File: src/rtl/spim_pkg.sv
package spim_pkg;
  // register offsets
  localparam int OFS_CTRL = 'h00;
  localparam int OFS_AUX  = 'h01;
  localparam int OFS_BAUD = 'h04;
  localparam int OFS_STAT = 'h05;
  localparam int OFS_DATA = 'h09;
  localparam int OFS_PORT = 'h0D;
  localparam int OFS_DIR  = 'h10;

  // control bit positions
  localparam int CB_IE    = 7;
  localparam int CB_EN    = 6;
  localparam int CB_MSTR  = 4;
  localparam int CB_CPOL  = 3;
  localparam int CB_CPHA  = 2;
  localparam int CB_AUTO  = 1;
  localparam int CB_LSB   = 0;

  // status bit positions
  localparam int SB_DONE  = 7;
  localparam int SB_COLL  = 6;
  localparam int SB_FAULT = 4;

  // port / direction bit for the select line
  localparam int PB_SEL   = 3;

  typedef struct packed {
    logic done;
    logic coll;
    logic fault;
  } spim_flags_t;
endpackage

File: src/rtl/spim_clkdiv.sv
module spim_clkdiv #(
  parameter int PRE_W = 3,
  parameter int EXP_W = 3
) (
  input  logic             clk,
  input  logic             rst_n,
  input  logic             run,
  input  logic             restart,
  input  logic [PRE_W-1:0] pre,
  input  logic [EXP_W-1:0] expo,
  output logic             tick
);
  localparam int CNT_W = PRE_W + (1 << EXP_W);

  logic [CNT_W-1:0] half;
  logic [CNT_W-1:0] cnt;

  // half SCK period in bus cycles: (pre + 1) * 2^expo
  assign half = (CNT_W'(pre) + CNT_W'(1)) << expo;
  assign tick = run && !restart && (cnt >= half - CNT_W'(1));

  always_ff @(posedge clk or negedge rst_n) begin
    if (!rst_n)                        cnt <= '0;
    else if (restart || !run || tick)  cnt <= '0;
    else                               cnt <= cnt + CNT_W'(1);
  end


  tick_gap_chk: assert property (@(posedge clk) disable iff (!rst_n)
    tick && (half > CNT_W'(1)) |=> !tick);
endmodule

File: src/rtl/spim_shift.sv
module spim_shift #(
  parameter int W = 8
) (
  input  logic         clk,
  input  logic         rst_n,
  input  logic         start,
  input  logic         abort,
  input  logic         tick,
  input  logic         cpha,
  input  logic         lsb_first,
  input  logic [W-1:0] tx_byte,
  input  logic         miso,
  output logic         busy,
  output logic         sck_ph,
  output logic         mosi,
  output logic         last,
  output logic [W-1:0] rx_next
);
  localparam int EDGES = 2 * W;
  localparam int EW    = $clog2(EDGES);

  logic [EW-1:0] edge_q;
  logic [W-1:0]  tx_sr, rx_sr;
  logic          busy_q, ph_q;
  logic          sample_e, shift_e;

  assign sample_e = cpha ? edge_q[0] : !edge_q[0];
  assign shift_e  = cpha ? (!edge_q[0] && (edge_q != '0)) : edge_q[0];
  assign last     = busy_q && tick && (edge_q == EW'(EDGES - 1));
  assign busy     = busy_q;
  assign sck_ph   = ph_q;
  assign mosi     = lsb_first ? tx_sr[0] : tx_sr[W-1];

  always_comb begin
    rx_next = rx_sr;
    if (busy_q && tick && sample_e)
      rx_next = lsb_first ? {miso, rx_sr[W-1:1]} : {rx_sr[W-2:0], miso};
  end

  always_ff @(posedge clk or negedge rst_n) begin
    if (!rst_n) begin
      busy_q <= 1'b0;
      ph_q   <= 1'b0;
      edge_q <= '0;
      tx_sr  <= '0;
      rx_sr  <= '0;
    end else if (abort) begin
      busy_q <= 1'b0;
      ph_q   <= 1'b0;
      edge_q <= '0;
    end else if (start) begin
      busy_q <= 1'b1;
      ph_q   <= 1'b0;
      edge_q <= '0;
      tx_sr  <= tx_byte;
    end else if (busy_q && tick) begin
      ph_q   <= !ph_q;
      edge_q <= edge_q + EW'(1);
      rx_sr  <= rx_next;
      if (shift_e)
        tx_sr <= lsb_first ? (tx_sr >> 1) : (tx_sr << 1);
      if (last)
        busy_q <= 1'b0;
    end
  end


  sck_hold_chk: assert property (@(posedge clk) disable iff (!rst_n)
    busy_q && !tick && !abort |=> $stable(ph_q));

  idle_phase_chk: assert property (@(posedge clk) disable iff (!rst_n)
    !busy_q |-> !ph_q);
endmodule

File: src/rtl/spim_ctrl.sv
module spim_ctrl
  import spim_pkg::*;
#(
  parameter int ADDR_W = 5,
  parameter int DW     = 8,
  parameter int PRE_W  = 3,
  parameter int EXP_W  = 3
) (
  input  logic              clk,
  input  logic              rst_n,
  input  logic              bus_sel,
  input  logic              bus_wr,
  input  logic [ADDR_W-1:0] bus_addr,
  input  logic [DW-1:0]     bus_wdata,
  output logic [DW-1:0]     bus_rdata,
  output logic              sck_o,
  output logic              mosi_o,
  input  logic              miso_i,
  output logic              ss_n_o,
  input  logic              ss_n_i,
  output logic [2:0]        pin_oe_o,
  output logic              irq_done_o,
  output logic              irq_fault_o
);
  localparam int EXP_LO = 0;
  localparam int PRE_LO = 4;

  logic [DW-1:0]    ctrl_q, aux_q, port_q, dir_q, rx_q;
  logic [PRE_W-1:0] pre_q;
  logic [EXP_W-1:0] exp_q;
  spim_flags_t      flags_q, snap_q;
  logic             arm_q;

  logic wr_acc, rd_acc, data_wr, data_rd, stat_rd;
  logic enabled, fault, start, coll, clear;
  logic busy, sck_ph, last, tick;
  logic [DW-1:0] rx_next;

  assign wr_acc  = bus_sel && bus_wr;
  assign rd_acc  = bus_sel && !bus_wr;
  assign data_wr = wr_acc && (bus_addr == ADDR_W'(OFS_DATA));
  assign data_rd = rd_acc && (bus_addr == ADDR_W'(OFS_DATA));
  assign stat_rd = rd_acc && (bus_addr == ADDR_W'(OFS_STAT));

  assign enabled = ctrl_q[CB_EN] && ctrl_q[CB_MSTR];
  assign fault   = enabled && !dir_q[PB_SEL] && !ss_n_i;
  assign start   = data_wr && enabled && !busy && !fault;
  assign coll    = data_wr && busy;
  assign clear   = data_rd && arm_q;

  spim_clkdiv #(.PRE_W(PRE_W), .EXP_W(EXP_W)) u_div (
    .clk(clk), .rst_n(rst_n), .run(busy), .restart(start),
    .pre(pre_q), .expo(exp_q), .tick(tick)
  );

  spim_shift #(.W(DW)) u_shift (
    .clk(clk), .rst_n(rst_n), .start(start), .abort(fault), .tick(tick),
    .cpha(ctrl_q[CB_CPHA]), .lsb_first(ctrl_q[CB_LSB]), .tx_byte(bus_wdata),
    .miso(miso_i), .busy(busy), .sck_ph(sck_ph), .mosi(mosi_o),
    .last(last), .rx_next(rx_next)
  );

  assign sck_o       = ctrl_q[CB_CPOL] ^ sck_ph;
  assign ss_n_o      = (ctrl_q[CB_AUTO] && enabled) ? !busy : port_q[PB_SEL];
  assign pin_oe_o    = dir_q[3:1];
  assign irq_done_o  = ctrl_q[CB_IE] && flags_q.done;
  assign irq_fault_o = ctrl_q[CB_IE] && flags_q.fault;

  // register file
  always_ff @(posedge clk or negedge rst_n) begin
    if (!rst_n) begin
      ctrl_q <= '0;
      aux_q  <= '0;
      port_q <= DW'(8'h08);
      dir_q  <= '0;
      pre_q  <= '0;
      exp_q  <= '0;
      rx_q   <= '0;
    end else begin
      if (fault) begin
        ctrl_q[CB_EN]   <= 1'b0;
        ctrl_q[CB_MSTR] <= 1'b0;
      end else if (wr_acc && bus_addr == ADDR_W'(OFS_CTRL)) begin
        ctrl_q <= bus_wdata;
      end
      if (wr_acc && bus_addr == ADDR_W'(OFS_AUX))  aux_q  <= bus_wdata;
      if (wr_acc && bus_addr == ADDR_W'(OFS_PORT)) port_q <= bus_wdata;
      if (wr_acc && bus_addr == ADDR_W'(OFS_DIR))  dir_q  <= bus_wdata;
      if (wr_acc && bus_addr == ADDR_W'(OFS_BAUD)) begin
        pre_q <= bus_wdata[PRE_LO +: PRE_W];
        exp_q <= bus_wdata[EXP_LO +: EXP_W];
      end
      if (last) rx_q <= rx_next;
    end
  end

  // sticky flags with status-then-data clear
  always_ff @(posedge clk or negedge rst_n) begin
    if (!rst_n) begin
      flags_q <= '0;
      snap_q  <= '0;
      arm_q   <= 1'b0;
    end else begin
      if (last)                         flags_q.done  <= 1'b1;
      else if (clear && snap_q.done)    flags_q.done  <= 1'b0;
      if (coll)                         flags_q.coll  <= 1'b1;
      else if (clear && snap_q.coll)    flags_q.coll  <= 1'b0;
      if (fault)                        flags_q.fault <= 1'b1;
      else if (clear && snap_q.fault)   flags_q.fault <= 1'b0;
      if (stat_rd) begin
        snap_q <= flags_q;
        arm_q  <= |flags_q;
      end else if (clear) begin
        arm_q  <= 1'b0;
      end
    end
  end

  // read mux
  always_comb begin
    bus_rdata = '0;
    case (int'(bus_addr))
      OFS_CTRL: bus_rdata = ctrl_q;
      OFS_AUX:  bus_rdata = aux_q;
      OFS_BAUD: begin
        bus_rdata[PRE_LO +: PRE_W] = pre_q;
        bus_rdata[EXP_LO +: EXP_W] = exp_q;
      end
      OFS_STAT: begin
        bus_rdata[SB_DONE]  = flags_q.done;
        bus_rdata[SB_COLL]  = flags_q.coll;
        bus_rdata[SB_FAULT] = flags_q.fault;
      end
      OFS_DATA: bus_rdata = rx_q;
      OFS_PORT: bus_rdata = port_q;
      OFS_DIR:  bus_rdata = dir_q;
      default:  bus_rdata = '0;
    endcase
  end


  done_after_shift_chk: assert property (@(posedge clk) disable iff (!rst_n)
    $rose(flags_q.done) |-> $past(busy));

  coll_while_busy_chk: assert property (@(posedge clk) disable iff (!rst_n)
    $rose(flags_q.coll) |-> $past(busy));

  fault_drops_mode_chk: assert property (@(posedge clk) disable iff (!rst_n)
    $rose(flags_q.fault) |-> !ctrl_q[CB_EN] && !ctrl_q[CB_MSTR] && !busy);

  clear_needs_arm_chk: assert property (@(posedge clk) disable iff (!rst_n)
    $fell(flags_q.done) |-> $past(arm_q) && $past(data_rd));

  no_start_disabled_chk: assert property (@(posedge clk) disable iff (!rst_n)
    $rose(busy) |-> $past(enabled));
endmodule

File: config.mk
export PLATFORM = sky130hd
export DESIGN_NAME = spim_ctrl
export DESIGN_NICKNAME = d
export VERILOG_FILES = /design/src/rtl/spim_pkg.sv /design/src/rtl/spim_clkdiv.sv /design/src/rtl/spim_shift.sv /design/src/rtl/spim_ctrl.sv
export SDC_FILE = /design/constraint.sdc
export NUM_CORES = 1
export LEC_CHECK = 0
export BUFFER_PORTS_ARGS = -buffer_cell sky130_fd_sc_hd__buf_2
export CORE_MARGIN = 4
export CORE_UTILIZATION = 50
export CTS_CLUSTER_DIAMETER = 80
export DETAILED_ROUTE_END_ITERATION = 10
export PLACE_DENSITY = 0.71
export SLEW_MARGIN = 10
export SYNTH_ARGS = -nofsm -noshare
export SYNTH_HDL_FRONTEND = slang
export SYNTH_SLANG_ARGS = --single-unit
File: constraint.sdc
create_clock -name clk -period 3.55 [get_ports clk]
set_clock_uncertainty 0.05 [all_clocks]
set_input_delay 0.71 -clock clk [delete_from_list [all_inputs] [get_ports clk]]
set_output_delay 0.71 -clock clk [all_outputs]
set_load 0.05 [all_outputs]
==> flow_summary_export.csv, run 1 <==
group,metric,value,unit
yosys,synth_fp_nets,514,
clocking,clk_latency,0.36,ns
timing,setup-tns-final,-0.3028,ns
yosys,synth_ff_type,"dfrtp_1",
yosys,synthesis.area,4967,µm²
power_and_ir_drop,leakage,2.720,nW
setup_path,ff2ff_setup_slack,-0.05,ns
drt,postRouteAntennaNets,0,
outcome,violations,"setup timing",
timing,slew_headroom,0.5876,
yosys,ys_seq_elements,86,
global_route,grtUsageTotal,0.2231,
cells_and_area,drive_gt1_frac,0.3357,
cells_and_area,final_cell_mix,"dfrtp_1 (85), mux2_2 (45), nand2_1 (44), buf_4 (42), nor2_1 (35)",
floorplan,die_h,107.7,µm
global_route,grt_pass1_vias,4050,
setup_path,path_cells,"ha_4 > xor2_4 > a21o_4 > o211a_4 > nor4_4 > nand3_2 > a2bb2oi_2 > ha_4 > nand4_1 > nor2_2 > a21oi_4 > a21oi_4 > and4_4 > buf_12 > mux2_4",
setup_path,cp.arrival,3.80,ns
setup_path,critPathTopFamily,"simple AND/OR/NAND/NOR gates",
placement,place_ws,-0.1339,ns
global_route,grt_max_degree,48,
floorplan,pin_count,35,
timing,tightest_slew,0.6187,ns
run,cap_viol_max_count,0,
timing,fmax,0.2776,GHz
drt,vias,3865,
drt,drt-total-wl,12090,µm
clocking,cts_tree,"built",
timing,worst_slack,-0.05177,ns
timing,fin_crit,3.602,ns
clocking,cts.sinks,86,
setup_path,end_kind,"flop",
placement,hpwl,9096,µm
drt,dr.first_iter.drc_count,280,
timing,maxSlewViolCount,0,
cells_and_area,num_antenna_cells,0,
yosys,syn_avg_cell_area,10.37,µm²
worst_hold_path,worstHoldPathType,"input port to asynchronous set/reset pin",
floorplan,die_w,107.7,µm
global_route,antenna_found_initial,0,
setup_path,r2r_start,"pre_q[0]",
yosys,async_flop_share,1.000,
setup_path,cp_slowest_cell,"dfrtp_1",
timing,grt_setup_unrepaired,"true",
floorplan,start_util,0.5105,
clocking,cts_buffer_depth,2,
yosys,synthAdderAreaFrac,0.04030,
yosys,ys_warn_count,0,
setup_path,r2r_cells,15,
drt,drtPass1Iterations,4,
setup_path,path_class,"flop to flop",
clocking,clock-root-buffer,"clkbuf_8",
floorplan,rows,36,
power_and_ir_drop,ir_worst_vdd,0.3432,mV
outcome,status,"complete, but fails checks",
yosys,netlist_instances,479,
setup_path,reg2reg_to,"rx_q[0]",
drt,viasPerCell,5.626,
yosys,synth_edf_count,0,
placement,port_buffers,34,
yosys,synth_xor_area_frac,0.03678,
yosys,synth.distinct_cells,64,
power_and_ir_drop,p_per_area,552.1,nW/µm²
drt,wl_per_cell,17.59,µm
floorplan,core,9729,µm²
power_and_ir_drop,power.total,3.277,mW
cells_and_area,synthToLayoutAreaGrowth,19.50,%
floorplan,die_area,11590,µm²
yosys,ys_seq_area_frac,0.4335,
clocking,cts_htree_levels,3,
cells_and_area,layout_commonest_cell,"dfrtp_1",
yosys,synthSimpleGateAreaFrac,0.1531,
placement,gp_congestion,0.8478,
setup_path,path_buf_inv,1,
yosys,synthMuxAreaShare,0.1673,
timing,finalCritPeriodShare,1.015,
cells_and_area,nNetsFinal,584,
yosys,synth_compound_area_frac,0.1305,
timing,final-hold-violation-count,0,
global_route,grt_pass1_wl,20190,µm
yosys,synth_top_family_by_area,"multiplexers",
setup_path,startpoint_type,"flop",
setup_path,cp_max_fo,8,
clocking,clk_pin_slew_worst_paths,0.10,ns
global_route,grt-ovfl-total,0,
clocking,cts_buffers,9,
setup_path,slowest_delay,0.43,ns
drt,route.detailed.drc,0,
timing,setup_viol,7,
setup_path,cp.required,3.75,ns
## layout make-up
type	count	area [µm²]
flip-flops and latches	86	2153
clock buffers	9	123.9
well taps	133	166.4
repair buffers	78	531.8
multi-input cells	353	2818
fillers	871	3794
inverters	21	78.83
clock inverters	7	63.81
## worst max-delay path by stage
| stage | from | slack, ns | cells after the start | endpoint |
|---|---|---|---|---|
| finish | pre_q[0] | -0.05 | 15 | rx_q[0] |
| global route | pre_q[0] | -0.15 | 15 | rx_q[0] |
| CTS | pre_q[0] | -0.07 | 15 | rx_q[0] |
| detailed placement | pre_q[0] | -0.13 | 15 | u_shift.tx_sr[0] |
| global placement | pre_q[0] | -0.02 | 15 | rx_q[0] |
| floorplan | pre_q[1] | -0.11 | 13 | u_shift.rx_sr[7] |
## report_power, final
group          internal (mW)  switching (mW)  total [mW]
Sequential              1.19           0.212        1.40
Combinational          0.564           0.646        1.21
Clock                  0.271           0.394       0.665
Total                   2.03            1.25        3.28
## synthesized netlist by cell type, types with 2 or more instances
| master | instances | share of area |
|---|---|---|
| o21ai_0 | 23 | 0.023 |
| o21a_1 | 2 | 0.0030 |
| xor2_1 | 10 | 0.018 |
| nand2_1 | 44 | 0.033 |
| nand3_1 | 24 | 0.024 |
| buf_6 | 3 | 0.0068 |
| and3_1 | 4 | 0.0050 |
| dfrtp_1 | 85 | 0.43 |
| xnor2_1 | 9 | 0.016 |
| nor4_1 | 2 | 0.0025 |
| nand3b_1 | 4 | 0.0060 |
| nand2b_1 | 7 | 0.0088 |
| nor3_1 | 9 | 0.0091 |
| ha_1 | 16 | 0.040 |
| o211ai_1 | 2 | 0.0030 |
| clkbuf_1 | 6 | 0.0045 |
| a22oi_1 | 21 | 0.032 |
| and2_1 | 4 | 0.0050 |
| mux2_2 | 52 | 0.12 |
| mux2i_1 | 23 | 0.046 |
| a222oi_1 | 2 | 0.0040 |
| o21ai_1 | 2 | 0.0020 |
| nor2_1 | 36 | 0.027 |
| a32o_1 | 2 | 0.0040 |
| buf_4 | 3 | 0.0045 |
| a211oi_1 | 2 | 0.0030 |
| buf_2 | 6 | 0.0060 |
| o311ai_0 | 2 | 0.0035 |
| nand4_1 | 3 | 0.0038 |
| a21oi_1 | 10 | 0.010 |
| nor2b_1 | 3 | 0.0038 |
| a21o_1 | 3 | 0.0045 |
| inv_1 | 21 | 0.016 |
| o31ai_2 | 2 | 0.0050 |
| a21oi_2 | 3 | 0.0053 |
## state kept, by name (all words and copies together), names as in the netlist
name and cells:
pre_q 3, u_div.cnt 11, exp_q 3, u_shift.busy 1, rx_q 8, port_q 8, aux_q 8, u_shift.sck_ph 1
u_shift.rx_sr 8, dir_q 8, snap_q 3, arm_q 1, ctrl_q 8, u_shift.tx_sr 8, flags_q 3, u_shift.edge_q 4
## through the flow
stage                     std cells  hold WS [ns]  utilization  instance area, µm²
after CTS                       687        0.3122       0.6044                5881
after detailed placement        667        0.4433       0.5741                5585
after global placement          667        0.4374       0.5741                5585
final                           687        0.2923       0.6101                5936
after global routing            687        0.3155       0.6101                5936
after floorplan                 479        0.3644            -                5040
## timing repair
| action | 4_1_cts | 5_1_grt |
|---|---|---|
| setup endpoints to repair | 20 | 42 |
| setup buffers | 4 | 1 |
| pin swaps | 13 | 6 |
| hold buffers | 0 | 0 |
| resized for setup | 18 | 15 |
## worst register-to-register path, stage by stage (launching register included)
cell	delay [ns]
dfrtp_1	0.43
ha_4	0.19
xor2_4	0.17
a21o_4	0.24
o211a_4	0.24
nor4_4	0.36
nand3_2	0.15
a2bb2oi_2	0.20
ha_4	0.28
nand4_1	0.11
nor2_2	0.16
a21oi_4	0.11
a21oi_4	0.14
and4_4	0.24
buf_12	0.14
mux2_4	0.30
## layer usage
metal	track usage	share of wire	up-vias
met2	0.3881	0.51	80
li1	-	-	1865
met5	0	0	-
met3	0.02999	0.042	20
met4	0.07214	0.021	0
met1	0.2870	0.43	1900
## cell families (layout without fill, tap and decap cells)
logic type / count (synthesis) / in the layout
simple gates: 152 / 152
compound gates: 89 / 89
flops: 86 / 86
mux: 76 / 76
buf+inv: 40 / 115
xor+xnor: 20 / 20
fa+ha+maj: 16 / 16
(Power assumes the default switching activity.)
==> run 2: changes to the inputs <==
--- a/config.mk
+++ b/config.mk
@@ -5,12 +5,12 @@
 export SDC_FILE = /design/constraint.sdc
 export NUM_CORES = 1
 export LEC_CHECK = 0
-export BUFFER_PORTS_ARGS = -buffer_cell sky130_fd_sc_hd__buf_2
 export CORE_MARGIN = 4
 export CORE_UTILIZATION = 50
 export CTS_CLUSTER_DIAMETER = 80
 export DETAILED_ROUTE_END_ITERATION = 10
-export PLACE_DENSITY = 0.71
+export DONT_BUFFER_PORTS = 1
+export PLACE_DENSITY = 0.68
 export SLEW_MARGIN = 10
 export SYNTH_ARGS = -nofsm -noshare
 export SYNTH_HDL_FRONTEND = slang
==> constraint.sdc (replaced) <==
create_clock -name clk -period 3.55 [get_ports clk]
set_clock_uncertainty 0.05 [all_clocks]
set_input_delay 0.355 -clock clk [delete_from_list [all_inputs] [get_ports clk]]
set_output_delay 0.355 -clock clk [all_outputs]
set_load 0.05 [all_outputs]
==> run 2 against run 1 <==
  * The flow still finishes with violations (setup timing)
  * Non-clock buffer count decreased by 46
  * Highest routed layer unchanged
  * Critical path depth decreased by 1
  * Critical endpoint is now rx_q[5]
  * Worst setup slack got worse by 0.018 ns
  * Sequential power about the same
  * Largest power group unchanged
  * Global-route usage decreased by 0.74 points
  * Cell count decreased by 6.7%
  * Via count decreased by 5.6%
  * Core utilization decreased by 2.6 points
==> flow_summary_export.csv, run 2 (synthesis gave the netlist of run 1 again) <==
group,metric,value,unit
outcome,status,"complete, but fails checks",
outcome,violations,"setup timing",
cells_and_area,layout_commonest_cell,"dfrtp_1",
global_route,grt_pass1_vias,3808,
floorplan,core,9729,µm²
setup_path,path_buf_inv,1,
timing,final-hold-violation-count,0,
clocking,cts.sinks,86,
cells_and_area,num_antenna_cells,0,
clocking,clk_pin_slew_worst_paths,0.09,ns
power_and_ir_drop,p_per_area,570.6,nW/µm²
floorplan,die_area,11590,µm²
worst_hold_path,hold_path_end,"u_shift.tx_sr[3]",
worst_hold_path,worstHoldPathType,"input port to flop",
setup_path,cp.arrival,3.83,ns
drt,drt-total-wl,11670,µm
placement,gp_congestion,0.8509,
drt,wl_per_cell,18.20,µm
drt,dr.first_iter.drc_count,212,
cells_and_area,top_register,"u_div.cnt",
timing,setup-tns-final,-0.6292,ns
setup_path,r2r_cells,14,
setup_path,startpoint_type,"flop",
floorplan,die_h,107.7,µm
drt,route.detailed.drc,0,
placement,port_buffers,0,
setup_path,end_kind,"flop",
setup_path,cp.required,3.76,ns
clocking,cts_htree_levels,3,
cells_and_area,synthToLayoutAreaGrowth,14.43,%
floorplan,start_util,0.5105,
clocking,cts_tree,"built",
setup_path,path_class,"flop to flop",
timing,setup_viol,15,
setup_path,critPathTopFamily,"simple AND/OR/NAND/NOR gates",
floorplan,die_w,107.7,µm
drt,drtPass1Iterations,4,
global_route,antenna_found_initial,0,
drt,postRouteAntennaNets,0,
cells_and_area,largest_reg_flops,11,
setup_path,ff2ff_setup_slack,-0.07,ns
floorplan,rows,36,
worst_hold_path,min-delay-start,"bus_wdata[3]",
drt,viasPerCell,5.693,
clocking,clk_latency,0.37,ns
placement,hpwl,8458,µm
worst_hold_path,hold_depth,2,
global_route,grt_pass1_wl,19480,µm
power_and_ir_drop,leakage,2.519,nW
cells_and_area,drive_gt1_frac,0.2677,
setup_path,cp_slowest_cell,"dfrtp_1",
timing,fmax,0.2762,GHz
timing,whs,0.05549,ns
clocking,cts_buffers,9,
global_route,grtUsageTotal,0.2157,
clocking,clock-root-buffer,"clkbuf_8",
timing,finalCritPeriodShare,1.020,
run,cap_viol_max_count,0,
cells_and_area,nNetsFinal,538,
global_route,grt-ovfl-total,0,
floorplan,pin_count,35,
timing,grt_setup_unrepaired,"true",
timing,slew_headroom,0.2982,
timing,fin_crit,3.620,ns
setup_path,cp_max_fo,5,
setup_path,reg2reg_to,"rx_q[5]",
timing,tightest_slew,1.049,ns
setup_path,path_cells,"ha_4 > and2_4 > a21o_4 > a31o_4 > nor4_4 > nand3_2 > a2bb2oi_2 > ha_1 > nand4_1 > nand2b_4 > a21oi_4 > and4_4 > buf_6 > mux2_2",
cells_and_area,final_cell_mix,"dfrtp_1 (83), mux2_2 (47), nand2_1 (44), nor2_1 (35), buf_4 (24)",
power_and_ir_drop,ir_worst_vdd,0.3287,mV
drt,vias,3649,
timing,maxSlewViolCount,0,
setup_path,slowest_delay,0.42,ns
timing,worst_slack,-0.07009,ns
clocking,cts_buffer_depth,2,
global_route,grt_max_degree,87,
setup_path,r2r_start,"pre_q[1]",
cells_and_area,utilization,0.5842,
run 2: cell types whose count changed in the layout (fill, tap and decap cells not counted), sizes merged:
cell         before  now
buf              78   31
inv              26   23
clkinv            0    2
bufinv            0    1
clkbuf            9   10
clkinvlp          2    1
dlygate4sd3       0    1
run 2: repair_timing:
action	in CTS	in global routing
buffers inserted	3	2
setup endpoints to repair	23	39
pin swaps	7	11
hold buffers	2	0
gates resized for setup	13	22
hold endpoints to repair	86	0
gates cloned	1	0
run 2: area by class of cell:
class / instances / area [µm²]
inverter: 21 / 78.83
clock buffer: 10 / 127.6
clock inverter: 6 / 68.82
tap: 133 / 166.4
sequential: 86 / 2156
multi-input combinational: 353 / 2793
timing repair buffer: 32 / 294.0
fill: 840 / 4045
run 2: report_power, final:
part	switching (mW)	leakage, nW	internal [mW]	total [mW]
Clock	0.369	0.0973	0.331	0.699
Combinational	0.590	1.32	0.521	1.11
Sequential	0.242	1.10	1.19	1.43
Total	1.20	2.52	2.04	3.24
run 2: metrics by stage:
| stage | cells | area (µm²) | total power [mW] | setup slack [ns] |
|---|---|---|---|---|
| 2_1_floorplan | 479 | 5040 | 2.176 | -0.1126 |
| 3_3_place_gp | 617 | 5280 | 2.405 | 0.01558 |
| 3_5_place_dp | 617 | 5280 | 2.452 | -0.09795 |
| 4_1_cts | 639 | 5600 | 3.216 | -0.03769 |
| 5_1_grt | 641 | 5684 | 3.463 | -0.2448 |
| 6_report | 641 | 5684 | 3.243 | -0.07009 |
run 2: worst max path at each step:
stage / start / to / slack [ns] / cells past startpoint
final: pre_q[1] / rx_q[5] / -0.07 / 14
after global routing: pre_q[1] / rx_q[3] / -0.24 / 15
after CTS: pre_q[1] / rx_q[1] / -0.04 / 15
after detailed placement: pre_q[0] / u_shift.rx_sr[5] / -0.1 / 14
after global placement: exp_q[0] / rx_q[1] / 0.02 / 15
after floorplan: pre_q[1] / u_shift.rx_sr[7] / -0.11 / 13
run 2: metal layers:
layer | global-route usage | share of wire
met1 | 0.2729 | 0.44
met2 | 0.3663 | 0.50
met3 | 0.04199 | 0.035
met4 | 0.07935 | 0.019
met5 | 0 | 0
run 2: worst register-to-register path, stage by stage, from the launching register on:
cell	delay, ns
dfrtp_1	0.42
ha_4	0.26
and2_4	0.16
a21o_4	0.20
a31o_4	0.23
nor4_4	0.34
nand3_2	0.14
a2bb2oi_2	0.15
ha_1	0.33
nand4_1	0.14
nand2b_4	0.22
a21oi_4	0.16
and4_4	0.25
buf_6	0.14
mux2_2	0.33
